<file path="src/rtl/f2i_pkg.sv">
// Package: shared widths and the operand class encoding for the
// float-to-integer converter. Assumes SIG_W > INT_W.
package f2i_pkg;
    localparam int INT_W = 32;
    localparam int EXP_W = 12;
    localparam int SIG_W = 53;

    typedef enum logic [2:0] {
        CLS_ZERO = 3'd0,
        CLS_NORM = 3'd1,
        CLS_INF  = 3'd2,
        CLS_QNAN = 3'd3,
        CLS_SNAN = 3'd4
    } f2i_class_e;
endpackage

</file>
<file path="src/rtl/f2i_prep.sv">
// Module: f2i_prep
// Decodes the operand class and exponent. Produces the flags for the
// zero and forced-overflow paths, and a right-shift amount that is clamped
// to [0, SIG_W]. Assumes the significand's leading one sits at bit SIG_W-1.
module f2i_prep #(
    parameter int INT_W = 32,
    parameter int EXP_W = 12,
    parameter int SIG_W = 53,
    localparam int SH_W = $clog2(SIG_W + 1)
) (
    input  logic [2:0]             cls,
    input  logic signed [EXP_W-1:0] exp_in,
    output logic                   is_zero,
    output logic                   force_ovf,
    output logic [SH_W-1:0]        shamt
);
    import f2i_pkg::*;

    localparam int LEAD = SIG_W - 1;

    int sh_raw;

    // Classify: zero passes clean, non-normals and large exponents overflow.
    always_comb begin
        is_zero   = (cls == CLS_ZERO);
        force_ovf = 1'b0;
        if (cls != CLS_ZERO) begin
            if (cls != CLS_NORM)
                force_ovf = 1'b1;
            else if (int'(exp_in) >= INT_W)
                force_ovf = 1'b1;
        end
    end

    // Shift amount: clamp at zero below and at SIG_W above, so it never wraps.
    always_comb begin
        sh_raw = LEAD - int'(exp_in);
        if (sh_raw < 0)
            shamt = '0;
        else if (sh_raw > SIG_W)
            shamt = SH_W'(SIG_W);
        else
            shamt = SH_W'(sh_raw);
    end
endmodule

</file>
<file path="src/rtl/f2i_align.sv">
// Module: f2i_align
// Right-shifts the significand so that its integer part lands in INT_W bits.
// Everything shifted out is ORed into a sticky bit, and a flag reports
// integer bits that do not fit in INT_W. Combinational.
module f2i_align #(
    parameter int INT_W = 32,
    parameter int SIG_W = 53,
    localparam int SH_W = $clog2(SIG_W + 1)
) (
    input  logic [SIG_W-1:0] sig,
    input  logic [SH_W-1:0]  shamt,
    output logic [INT_W-1:0] mag,
    output logic             hi_nz,
    output logic             sticky
);
    logic [SIG_W-1:0] shifted;
    logic [SIG_W-1:0] lost_mask;

    // Barrel shift and collection of the discarded bits.
    always_comb begin
        shifted   = sig >> shamt;
        lost_mask = ~({SIG_W{1'b1}} << shamt);
        mag       = shifted[INT_W-1:0];
        hi_nz     = |shifted[SIG_W-1:INT_W];
        sticky    = |(sig & lost_mask);
    end
endmodule

</file>
<file path="src/rtl/f2i_resolve.sv">
// Module: f2i_resolve
// Second pipeline stage. Performs the signed range check, saturation or
// negation, and flag selection, and registers the outputs.
// Assumes its inputs come from the first-stage registers.
module f2i_resolve #(
    parameter int INT_W = 32
) (
    input  logic             clk,
    input  logic             rst_n,
    input  logic             s_valid,
    input  logic             s_sign,
    input  logic             s_zero,
    input  logic             s_force,
    input  logic             s_hi_nz,
    input  logic [INT_W-1:0] s_mag,
    input  logic             s_sticky,
    output logic             o_valid,
    output logic [INT_W-1:0] o_result,
    output logic             o_inexact,
    output logic             o_invalid
);
    localparam logic [INT_W-1:0] POS_MAX = {1'b0, {(INT_W-1){1'b1}}};
    localparam logic [INT_W-1:0] NEG_MIN = {1'b1, {(INT_W-1){1'b0}}};

    logic [INT_W:0]   limit;
    logic             ovf;
    logic [INT_W-1:0] res_d;
    logic             inx_d;
    logic             inv_d;
    logic             sign_q;

    // Range check: magnitude must stay below 2^(INT_W-1) plus the sign bit.
    always_comb begin
        limit = {2'b01, {(INT_W-1){1'b0}}} + {{INT_W{1'b0}}, s_sign};
        ovf   = !s_zero && (s_force || s_hi_nz || ({1'b0, s_mag} >= limit));
    end

    // Result select: zero, saturation limit, or the signed magnitude.
    always_comb begin
        if (s_zero) begin
            res_d = '0;
            inx_d = 1'b0;
            inv_d = 1'b0;
        end else if (ovf) begin
            res_d = s_sign ? NEG_MIN : POS_MAX;
            inx_d = 1'b0;
            inv_d = 1'b1;
        end else begin
            res_d = s_sign ? (~s_mag + 1'b1) : s_mag;
            inx_d = s_sticky;
            inv_d = 1'b0;
        end
    end

    // Output registers with synchronous active-low reset.
    always_ff @(posedge clk) begin
        if (!rst_n) begin
            o_valid   <= 1'b0;
            o_result  <= '0;
            o_inexact <= 1'b0;
            o_invalid <= 1'b0;
            sign_q    <= 1'b0;
        end else begin
            o_valid   <= s_valid;
            sign_q    <= s_sign;
            if (s_valid) begin
                o_result  <= res_d;
                o_inexact <= inx_d;
                o_invalid <= inv_d;
            end
        end
    end

    // invalid replaces inexact, never both.
    p_flags_excl_r8: assert property (@(posedge clk) disable iff (!rst_n)
        o_valid |-> !(o_invalid && o_inexact));

    // a saturated result is always one of the two limits.
    p_sat_limit_r8: assert property (@(posedge clk) disable iff (!rst_n)
        (o_valid && o_invalid) |-> (o_result == POS_MAX || o_result == NEG_MIN));

    // a zero-class operand leaves a clean zero.
    p_zero_clean_r1: assert property (@(posedge clk) disable iff (!rst_n)
        (s_valid && s_zero) |=> (o_result == '0 && !o_inexact && !o_invalid));

    // a nonzero in-range result carries the operand sign.
    p_sign_match_r2: assert property (@(posedge clk) disable iff (!rst_n)
        (o_valid && !o_invalid && o_result != '0) |-> (o_result[INT_W-1] == sign_q));
endmodule

</file>
<file path="src/rtl/f2i_trunc.sv">
// Module: f2i_trunc (top)
// Float-to-signed-integer conversion with truncation toward zero.
// Stage 1 decodes and aligns the operand; stage 2 checks range, saturates or
// negates, and selects the flags. Latency is two cycles and an operand may be
// accepted every cycle. Assumes SIG_W > INT_W and a leading one at SIG_W-1.
module f2i_trunc
    import f2i_pkg::*;
#(
    parameter int P_INT_W = INT_W,
    parameter int P_EXP_W = EXP_W,
    parameter int P_SIG_W = SIG_W
) (
    input  logic                     clk,
    input  logic                     rst_n,
    input  logic                     in_valid,
    input  logic [2:0]               in_class,
    input  logic                     in_sign,
    input  logic signed [P_EXP_W-1:0] in_exp,
    input  logic [P_SIG_W-1:0]       in_sig,
    output logic                     out_valid,
    output logic [P_INT_W-1:0]       out_result,
    output logic                     out_inexact,
    output logic                     out_invalid
);
    localparam int SH_W = $clog2(P_SIG_W + 1);

    logic               d_zero, d_force;
    logic [SH_W-1:0]    d_shamt;
    logic [P_INT_W-1:0] d_mag;
    logic               d_hi_nz, d_sticky;

    logic               s1_valid, s1_sign, s1_zero, s1_force, s1_hi_nz, s1_sticky;
    logic [P_INT_W-1:0] s1_mag;

    f2i_prep #(.INT_W(P_INT_W), .EXP_W(P_EXP_W), .SIG_W(P_SIG_W)) u_prep (
        .cls       (in_class),
        .exp_in    (in_exp),
        .is_zero   (d_zero),
        .force_ovf (d_force),
        .shamt     (d_shamt)
    );

    f2i_align #(.INT_W(P_INT_W), .SIG_W(P_SIG_W)) u_align (
        .sig    (in_sig),
        .shamt  (d_shamt),
        .mag    (d_mag),
        .hi_nz  (d_hi_nz),
        .sticky (d_sticky)
    );

    // Stage 1 registers: aligned magnitude and the decode results.
    always_ff @(posedge clk) begin
        if (!rst_n) begin
            s1_valid  <= 1'b0;
            s1_sign   <= 1'b0;
            s1_zero   <= 1'b0;
            s1_force  <= 1'b0;
            s1_hi_nz  <= 1'b0;
            s1_sticky <= 1'b0;
            s1_mag    <= '0;
        end else begin
            s1_valid  <= in_valid;
            s1_sign   <= in_sign;
            s1_zero   <= d_zero;
            s1_force  <= d_force;
            s1_hi_nz  <= d_hi_nz;
            s1_sticky <= d_sticky;
            s1_mag    <= d_mag;
        end
    end

    f2i_resolve #(.INT_W(P_INT_W)) u_resolve (
        .clk       (clk),
        .rst_n     (rst_n),
        .s_valid   (s1_valid),
        .s_sign    (s1_sign),
        .s_zero    (s1_zero),
        .s_force   (s1_force),
        .s_hi_nz   (s1_hi_nz),
        .s_mag     (s1_mag),
        .s_sticky  (s1_sticky),
        .o_valid   (out_valid),
        .o_result  (out_result),
        .o_inexact (out_inexact),
        .o_invalid (out_invalid)
    );

    // the valid bit advances one stage per cycle.
    p_valid_s1_r9: assert property (@(posedge clk) disable iff (!rst_n)
        in_valid |=> s1_valid);
    p_valid_out_r9: assert property (@(posedge clk) disable iff (!rst_n)
        s1_valid |=> out_valid);
    p_no_spurious_r9: assert property (@(posedge clk) disable iff (!rst_n)
        !s1_valid |=> !out_valid);
endmodule

</file>
<file path="config.mk">
export PLATFORM = sky130hd
export DESIGN_NAME = f2i_trunc
export DESIGN_NICKNAME = d
export VERILOG_FILES = /design/src/rtl/f2i_pkg.sv /design/src/rtl/f2i_prep.sv /design/src/rtl/f2i_align.sv /design/src/rtl/f2i_resolve.sv /design/src/rtl/f2i_trunc.sv
export SDC_FILE = /design/constraint.sdc
export NUM_CORES = 1
export LEC_CHECK = 0
export CAP_MARGIN = 40
export CORE_AREA = 5 5 145 147
export CTS_CLUSTER_SIZE = 25
export DETAILED_ROUTE_END_ITERATION = 8
export DIE_AREA = 0 0 150 152
export PLACE_DENSITY = 0.71
export REMOVE_ABC_BUFFERS = 1
export SETUP_SLACK_MARGIN = 0.4
export SLEW_MARGIN = 40
export SYNTH_ARGS = -nofsm -noshare
export SYNTH_HDL_FRONTEND = slang
export SYNTH_SLANG_ARGS = --single-unit
</file>
<file path="constraint.sdc">
create_clock -name clk -period 4.1 [get_ports clk]
set_input_delay 0.615 -clock clk [delete_from_list [all_inputs] [get_ports clk]]
set_output_delay 0.615 -clock clk [all_outputs]
set_load 0.01 [all_outputs]
</file>
# --- Word-level counts from Yosys, hierarchy flattened ---
# Index checks and enable logic that the tools add are counted.
op_classes:
  mul: 0
  add_sub_neg: 3
  shift: 2
  div: 0
  reduce_logical: 9
  muxes: 12
  n_eq_ne: 1
  bitwise_logic: 3
  order_cmp: 4
op_table:
  columns: ["cell", "n"]
  rows:
  - ["32-bit 2-to-1 mux", 4]
  - ["53-bit bitwise AND", 1]
  - ["53-bit inverter", 1]
  - ["53-bit OR reduction", 1]
  - ["53-bit by 6-bit left shift with 53-bit output, first input constant", 1]
  - ["53-bit by 6-bit >> shifter with 53-bit output", 1]
  - ["32-bit by 1-bit adder with 33-bit output, first input constant", 1]
  - ["32-bit by 33-bit greater-or-equal comparator with 1-bit output", 1]
  - ["32-bit by 1-bit adder with 32-bit output, second input constant", 1]
  - ["32-bit by 7-bit greater-than comparator with 1-bit output, second input constant", 1]
  - ["32-bit by 1-bit less-than comparator with 1-bit output, second input constant", 1]
  - ["32-bit inverter", 1]
  - ["21-bit OR reduction", 1]
  - ["7-bit by 12-bit subtractor with 13-bit output, first input constant", 1]
  - ["12-bit by 7-bit greater-or-equal comparator with 1-bit output, second input constant", 1]
  - ["6-bit 2-to-1 mux", 2]
  - ["1-bit 2-to-1 mux", 6]
  - ["3-bit zero test", 1]
  - ["3-bit by 1-bit inequality test with 1-bit output, second input constant", 1]
  - ["3-bit nonzero test", 1]
  - ["1-bit logical OR", 2]
  - ["2-bit AND reduction", 1]
  - ["1-bit logical AND", 1]
  - ["1-bit zero test", 1]
totals:
  in_bits: 72
  mem_count: 0
  regBits: 73
  romBits: 0
  ramBits: 0
  latch_bits: 0
  out_inout_bits: 35

# --- Logic depth before layout (Yosys ltp) ---
depth:
  word_depth: 8
  mapped_depth: 17

# --- Hierarchy ---
# A second synthesis with hierarchy kept.
hier_totals:
  hier_cells: 904
  hier_area_um2: 7569.8
modules_own_cells:
  columns: ["mod", "n_inst", "cells_per_inst", "seq_area_each_um2", "area_per_inst_um2"]
  rows:
  - ["f2i_align", 1, 504, 0.0, 3886.2]
  - ["f2i_resolve", 1, 258, 700.7, 2167.1]
  - ["f2i_trunc", 1, 80, 760.7, 1037.2]
  - ["f2i_prep", 1, 62, 0.0, 479.2]

# --- Worst setup path before layout ---
# Ideal clock, no wire load.
synth_timing:
  path_kind: "input-to-reg"
  start: "input port in_exp[0]"
  end: "register s1_hi_nz"
  setup_ns: 0.117
  path_stages: 15
  slack_ns: 0.339
  t_required_ns: 3.983
  arrival_ns: 3.644
  n_path_buf: 2
  path_cell_list: "buf_2 > inv_1 > ha_1 > xnor2_1 > nor3_1 > o211ai_1 > o21ai_0 > o21ai_2 > buf_2 > mux2i_1 > mux2i_1 > and3_1 > a211oi_1 > o2111ai_1 > a32o_1"
synth_between:
  elab_chain_len: 6
synth_rtl:
  columns: ["item", "line", "text"]
  rows:
  - ["start: declaration", "f2i_trunc.sv:18", "input logic signed [P_EXP_W-1:0] in_exp,"]
  - ["7-bit by 12-bit subtractor with 13-bit output (*)", "f2i_prep.sv:37", "sh_raw = LEAD - int'(exp_in);"]
  - ["32-bit by 7-bit greater-than comparator with 1-bit output", "f2i_prep.sv:40", "else if (sh_raw > SIG_W)"]
  - ["6-bit 2-to-1 mux", "f2i_prep.sv:40", null]
  - ["6-bit 2-to-1 mux (*)", "f2i_prep.sv:38", "if (sh_raw < 0)"]
  - ["53-bit by 6-bit >> shifter with 53-bit output (*)", "f2i_align.sv:21", "shifted = sig >> shamt;"]
  - ["21-bit OR reduction (*)", "f2i_align.sv:24", "hi_nz = |shifted[SIG_W-1:INT_W];"]
  - ["end signal: assignment", "f2i_trunc.sv:66", "s1_hi_nz <= d_hi_nz;"]
  - ["end: declaration", "f2i_trunc.sv:32", "logic s1_valid, s1_sign, s1_zero, s1_force, s1_hi_nz, s1_sticky;"]
# Mark *: on every way between the ends. The rest lies on a longest branch, timed or not.
# A chain may end at the register's enable or synchronous reset.

# --- Worst setup path after layout ---
layout_timing:
  start: "input port in_exp[11]"
  end: "register s1_mag[1]"
layout_between:
  elab_chain_len: 5
layout_rtl:
  columns: ["item", "line", "text"]
  rows:
  - ["7-bit by 12-bit subtractor with 13-bit output (*)", "f2i_prep.sv:37", null]
  - ["32-bit by 7-bit greater-than comparator with 1-bit output", "f2i_prep.sv:40", null]
  - ["6-bit 2-to-1 mux", "f2i_prep.sv:40", null]
  - ["6-bit 2-to-1 mux (*)", "f2i_prep.sv:38", null]
  - ["53-bit by 6-bit >> shifter with 53-bit output (*)", "f2i_align.sv:21", null]
  - ["end signal: assignment", "f2i_trunc.sv:68", "s1_mag <= d_mag;"]
  - ["end: declaration", "f2i_trunc.sv:33", "logic [P_INT_W-1:0] s1_mag;"]
# Marks and branches as above.

==> impl_results.md <==
* Run status: completed
* Clock skew at 0.004729 ns
* Yosys cell types at 73
* TNS Setup at 0 ns
* Max-cap violations at 0
* Synthesized area per cell at 7.304 um2
* Max FO, Critical Path at 8
* Die height at 152 um
* CTS Root Cell: clkbuf_16
* FF-to-FF path depth at 11
* R2R Setup Slk at 0.59 ns
* Hold_buf cts at 0
* Clock latency at the later pin of the worst-skew pair at 0.33 ns
* Post-synth EDFFs at 0
* Design Area, Final at 11340 um2
* Rows at 52
* Final hold vios at 0
* # H-tree levels at 3
* CTS tree: yes
* Drt first pass iters at 6
* Post-Syn Area at 7640 um2
* Final layout net count at 1357
* VDD IR max at 0.1748 mV
* First-pass GRT wire length at 51240 um
* Crit share post-route at 88.65%
* Final count of pins violating max slew at 0
* # clock sinks at 73
* Critical Path AT at 3.85 ns
* Endpoints failing setup at 0
* Diodes inserted at 0
* Fmax at 275.1 MHz
* I/O Buffers at 106
* Drt via density at 6.097
* Ys Warns at 0
* Worst-margin pin slew at 0.6721 ns
* DR iter-0 viols at 1305
* Drt drc at 0
* Final min period at 3.635 ns
* Avg WL per Cell at 21.50 um
* DP Area at 10170 um2
* Reg clk slew, reported paths at 0.05 ns
* GRT Total Usage at 28.08%
* Fillcell total at 1802
* Initial antenna violation count at 0
* Die X-Extent at 150 um
* Worst R2R Start: s1_mag[2]$_SDFF_PN0_
* RSZ-0062 raised after global routing: true
* Placer Congestion at 1.067
* Final wirelength at 33410 um
* Setup Crit Path Kind: in -> reg
* Num CTS Buffers at 9
* Seq/Total Area, Yosys at 19.13%
* Startpoint types: input port
* Vias in the first global route at 9030
* Ports at 107
* Hold Crit Class: reg -> reg
* Initial Util at 38.63%
* Setup crit end kind: flop
* Slew margin rel. at 54.85%
* CTS max path bufs at 2
* DP Wirelength at 24810 um
* Largest net degree at the start of global routing at 44
* Hold path cells at 2
* Power Dens Cells at 250.8 nW/um2
* Worst hold start: u_resolve.o_invalid$_SDFFE_PN0P_
* Hold Path Sink: u_resolve.o_invalid$_SDFFE_PN0P_
* FF-to-FF End: u_resolve.o_result[28]$_SDFFE_PN0P_
* Die Area at 22800 um2
* Synth-to-Final Area Change at 48.46%
* Primary FF master, synth: dfxtp_1
* CP required at 4.32 ns
* Largest registers: s1_mag (32), u_resolve.o_result (32)
* Mapped Cells at 1046
* Routed via count at 9474
* Core area at 19780 um2
* Async S/R FF share, synth at 0%
* Gr ovfl total at 0
* FF+latch count, synth at 73
* ANT nets after route at 0
* Layout cells sized above 1 at 27.88%
* LEAKAGE at 4.591 nW
* Util after Layout at 57.34%
==> power breakdown <==
| group | total (W) | internal [W] | switching (W) |
|---|---|---|---|
| Sequential | 0.000805 | 0.000764 | 0.0000413 |
| Clock | 0.000781 | 0.000501 | 0.000280 |
| Combinational | 0.00126 | 0.000586 | 0.000673 |
| Total | 0.00284 | 0.00185 | 0.000994 |
==> worst max-delay path, cell delays in order <==
cell and delay (ns):
clkdlybuf4s50_1 0.57, nand3b_1 0.14, o211ai_1 0.11, mux2i_2 0.21, o211ai_1 0.17, buf_12 0.18
nor2_4 0.11, buf_12 0.14, buf_12 0.13, mux2i_2 0.30, mux2i_1 0.18, mux2_2 0.31
nand2b_1 0.16, a31o_2 0.25, o221a_2 0.27
==> timing repair <==
item / 4_1_cts / 5_1_grt
resized for setup: 89 / 49
gates cloned: 5 / 0
pin swaps: 31 / 14
setup endpoints to repair: 34 / 34
buffers inserted: 16 / 3
==> routing by layer <==
metal,vias to the layer above,share of wire [%],global-route usage [%]
li1,4393,-,-
met1,4406,41,37.94
met2,560,45,43.73
met3,115,9.4,4.528
met4,0,4.9,12.81
met5,-,0,0
==> layout make-up <==
type	instances	area, um2	area share (%)
clock buffer	13	260.3	2.295
clock inverter	2	37.54	0.3309
inverter	14	52.55	0.4633
multi-input combinational	870	6294	55.49
sequential	73	1461	12.88
tap	270	337.8	2.978
timing repair buffer	312	2899	25.56
==> Yosys cell counts, types with 6 or more instances <==
library cell | n | area share (%)
a211oi_1 | 11 | 1.1
a21oi_1 | 120 | 7.9
a22oi_1 | 9 | 0.88
a31oi_1 | 7 | 0.57
and2_1 | 9 | 0.74
and3_1 | 7 | 0.57
buf_1 | 8 | 0.39
buf_2 | 26 | 1.7
clkbuf_1 | 52 | 2.6
dfxtp_1 | 73 | 19
inv_1 | 13 | 0.64
mux2_2 | 33 | 4.9
mux2i_1 | 121 | 16
nand2_1 | 90 | 4.4
nand2b_1 | 6 | 0.49
nand3_1 | 42 | 2.8
nand4_1 | 7 | 0.57
nor2_1 | 90 | 4.4
nor3_1 | 23 | 1.5
nor4_1 | 11 | 0.90
o211ai_1 | 18 | 1.8
o21a_1 | 14 | 1.4
o21ai_0 | 71 | 4.7
o22ai_1 | 14 | 1.1
o31ai_1 | 12 | 1.2
or3_1 | 9 | 0.74
or4_1 | 7 | 0.69
xor2_1 | 31 | 3.6
==> how the worst max path moves through the flow <==
stage                     cells past startpoint  slack (ns)                    to       start
after floorplan                              13       -2.46  s1_sticky$_SDFF_PN0_   in_exp[0]
after global placement                       17       -0.29  s1_sticky$_SDFF_PN0_   in_exp[0]
after detailed placement                     17       -0.29  s1_sticky$_SDFF_PN0_   in_exp[0]
after CTS                                    14        0.41  s1_mag[3]$_SDFF_PN0_   in_exp[4]
after global routing                         15        0.34  s1_mag[1]$_SDFF_PN0_  in_exp[11]
final                                        15        0.47  s1_mag[1]$_SDFF_PN0_  in_exp[11]
==> layout by cell type (no fill, tap or decap), drive strengths merged, types with 8 or more instances in the layout <==
master         synthesis  final
o21ai                 76     76
mux2                  33     33
nor3                  23     23
mux2i                121    121
inv                   13     13
a22oi                  9      9
or3                   12     12
buf                   38    202
a21oi                121    121
o211ai                18     18
clkbuf                52     13
o22ai                 14     14
o21a                  14     14
nor2                  91     92
nor4                  11     11
or4                    8      8
nand2                 90     90
nand3                 42     42
xor2                  31     31
clkdlybuf4s50          0     99
o31ai                 12     12
dfxtp                 73     73
a211oi                11     11
and2                   9      9
==> cell families after synthesis <==
kind of cell / count (synthesis) / share of synthesized area [%]
mux: 154 / 20.72
simple gates: 318 / 19.59
flops: 73 / 19.13
xor+xnor: 35 / 4.012
buf+inv: 104 / 5.732
fa+ha+maj: 5 / 0.8189
compound gates: 357 / 30.00
==> per-stage QoR <==
| stage | power [W] | setup slack, ns | hold slack [ns] | instances |
|---|---|---|---|---|
| 3_3_place_gp | 0.001918 | -0.2944 | 0.4672 | 1515 |
| 2_1_floorplan | 0.001380 | -2.458 | 0.4900 | 956 |
| 5_1_grt | 0.002967 | 0.3384 | 0.5144 | 1554 |
| 3_5_place_dp | 0.001921 | -0.2881 | 0.4730 | 1515 |
| 6_report | 0.002845 | 0.4654 | 0.4761 | 1554 |
| 4_1_cts | 0.002788 | 0.4107 | 0.4830 | 1551 |
No activity file was read; power rests on OpenSTA's default activity.
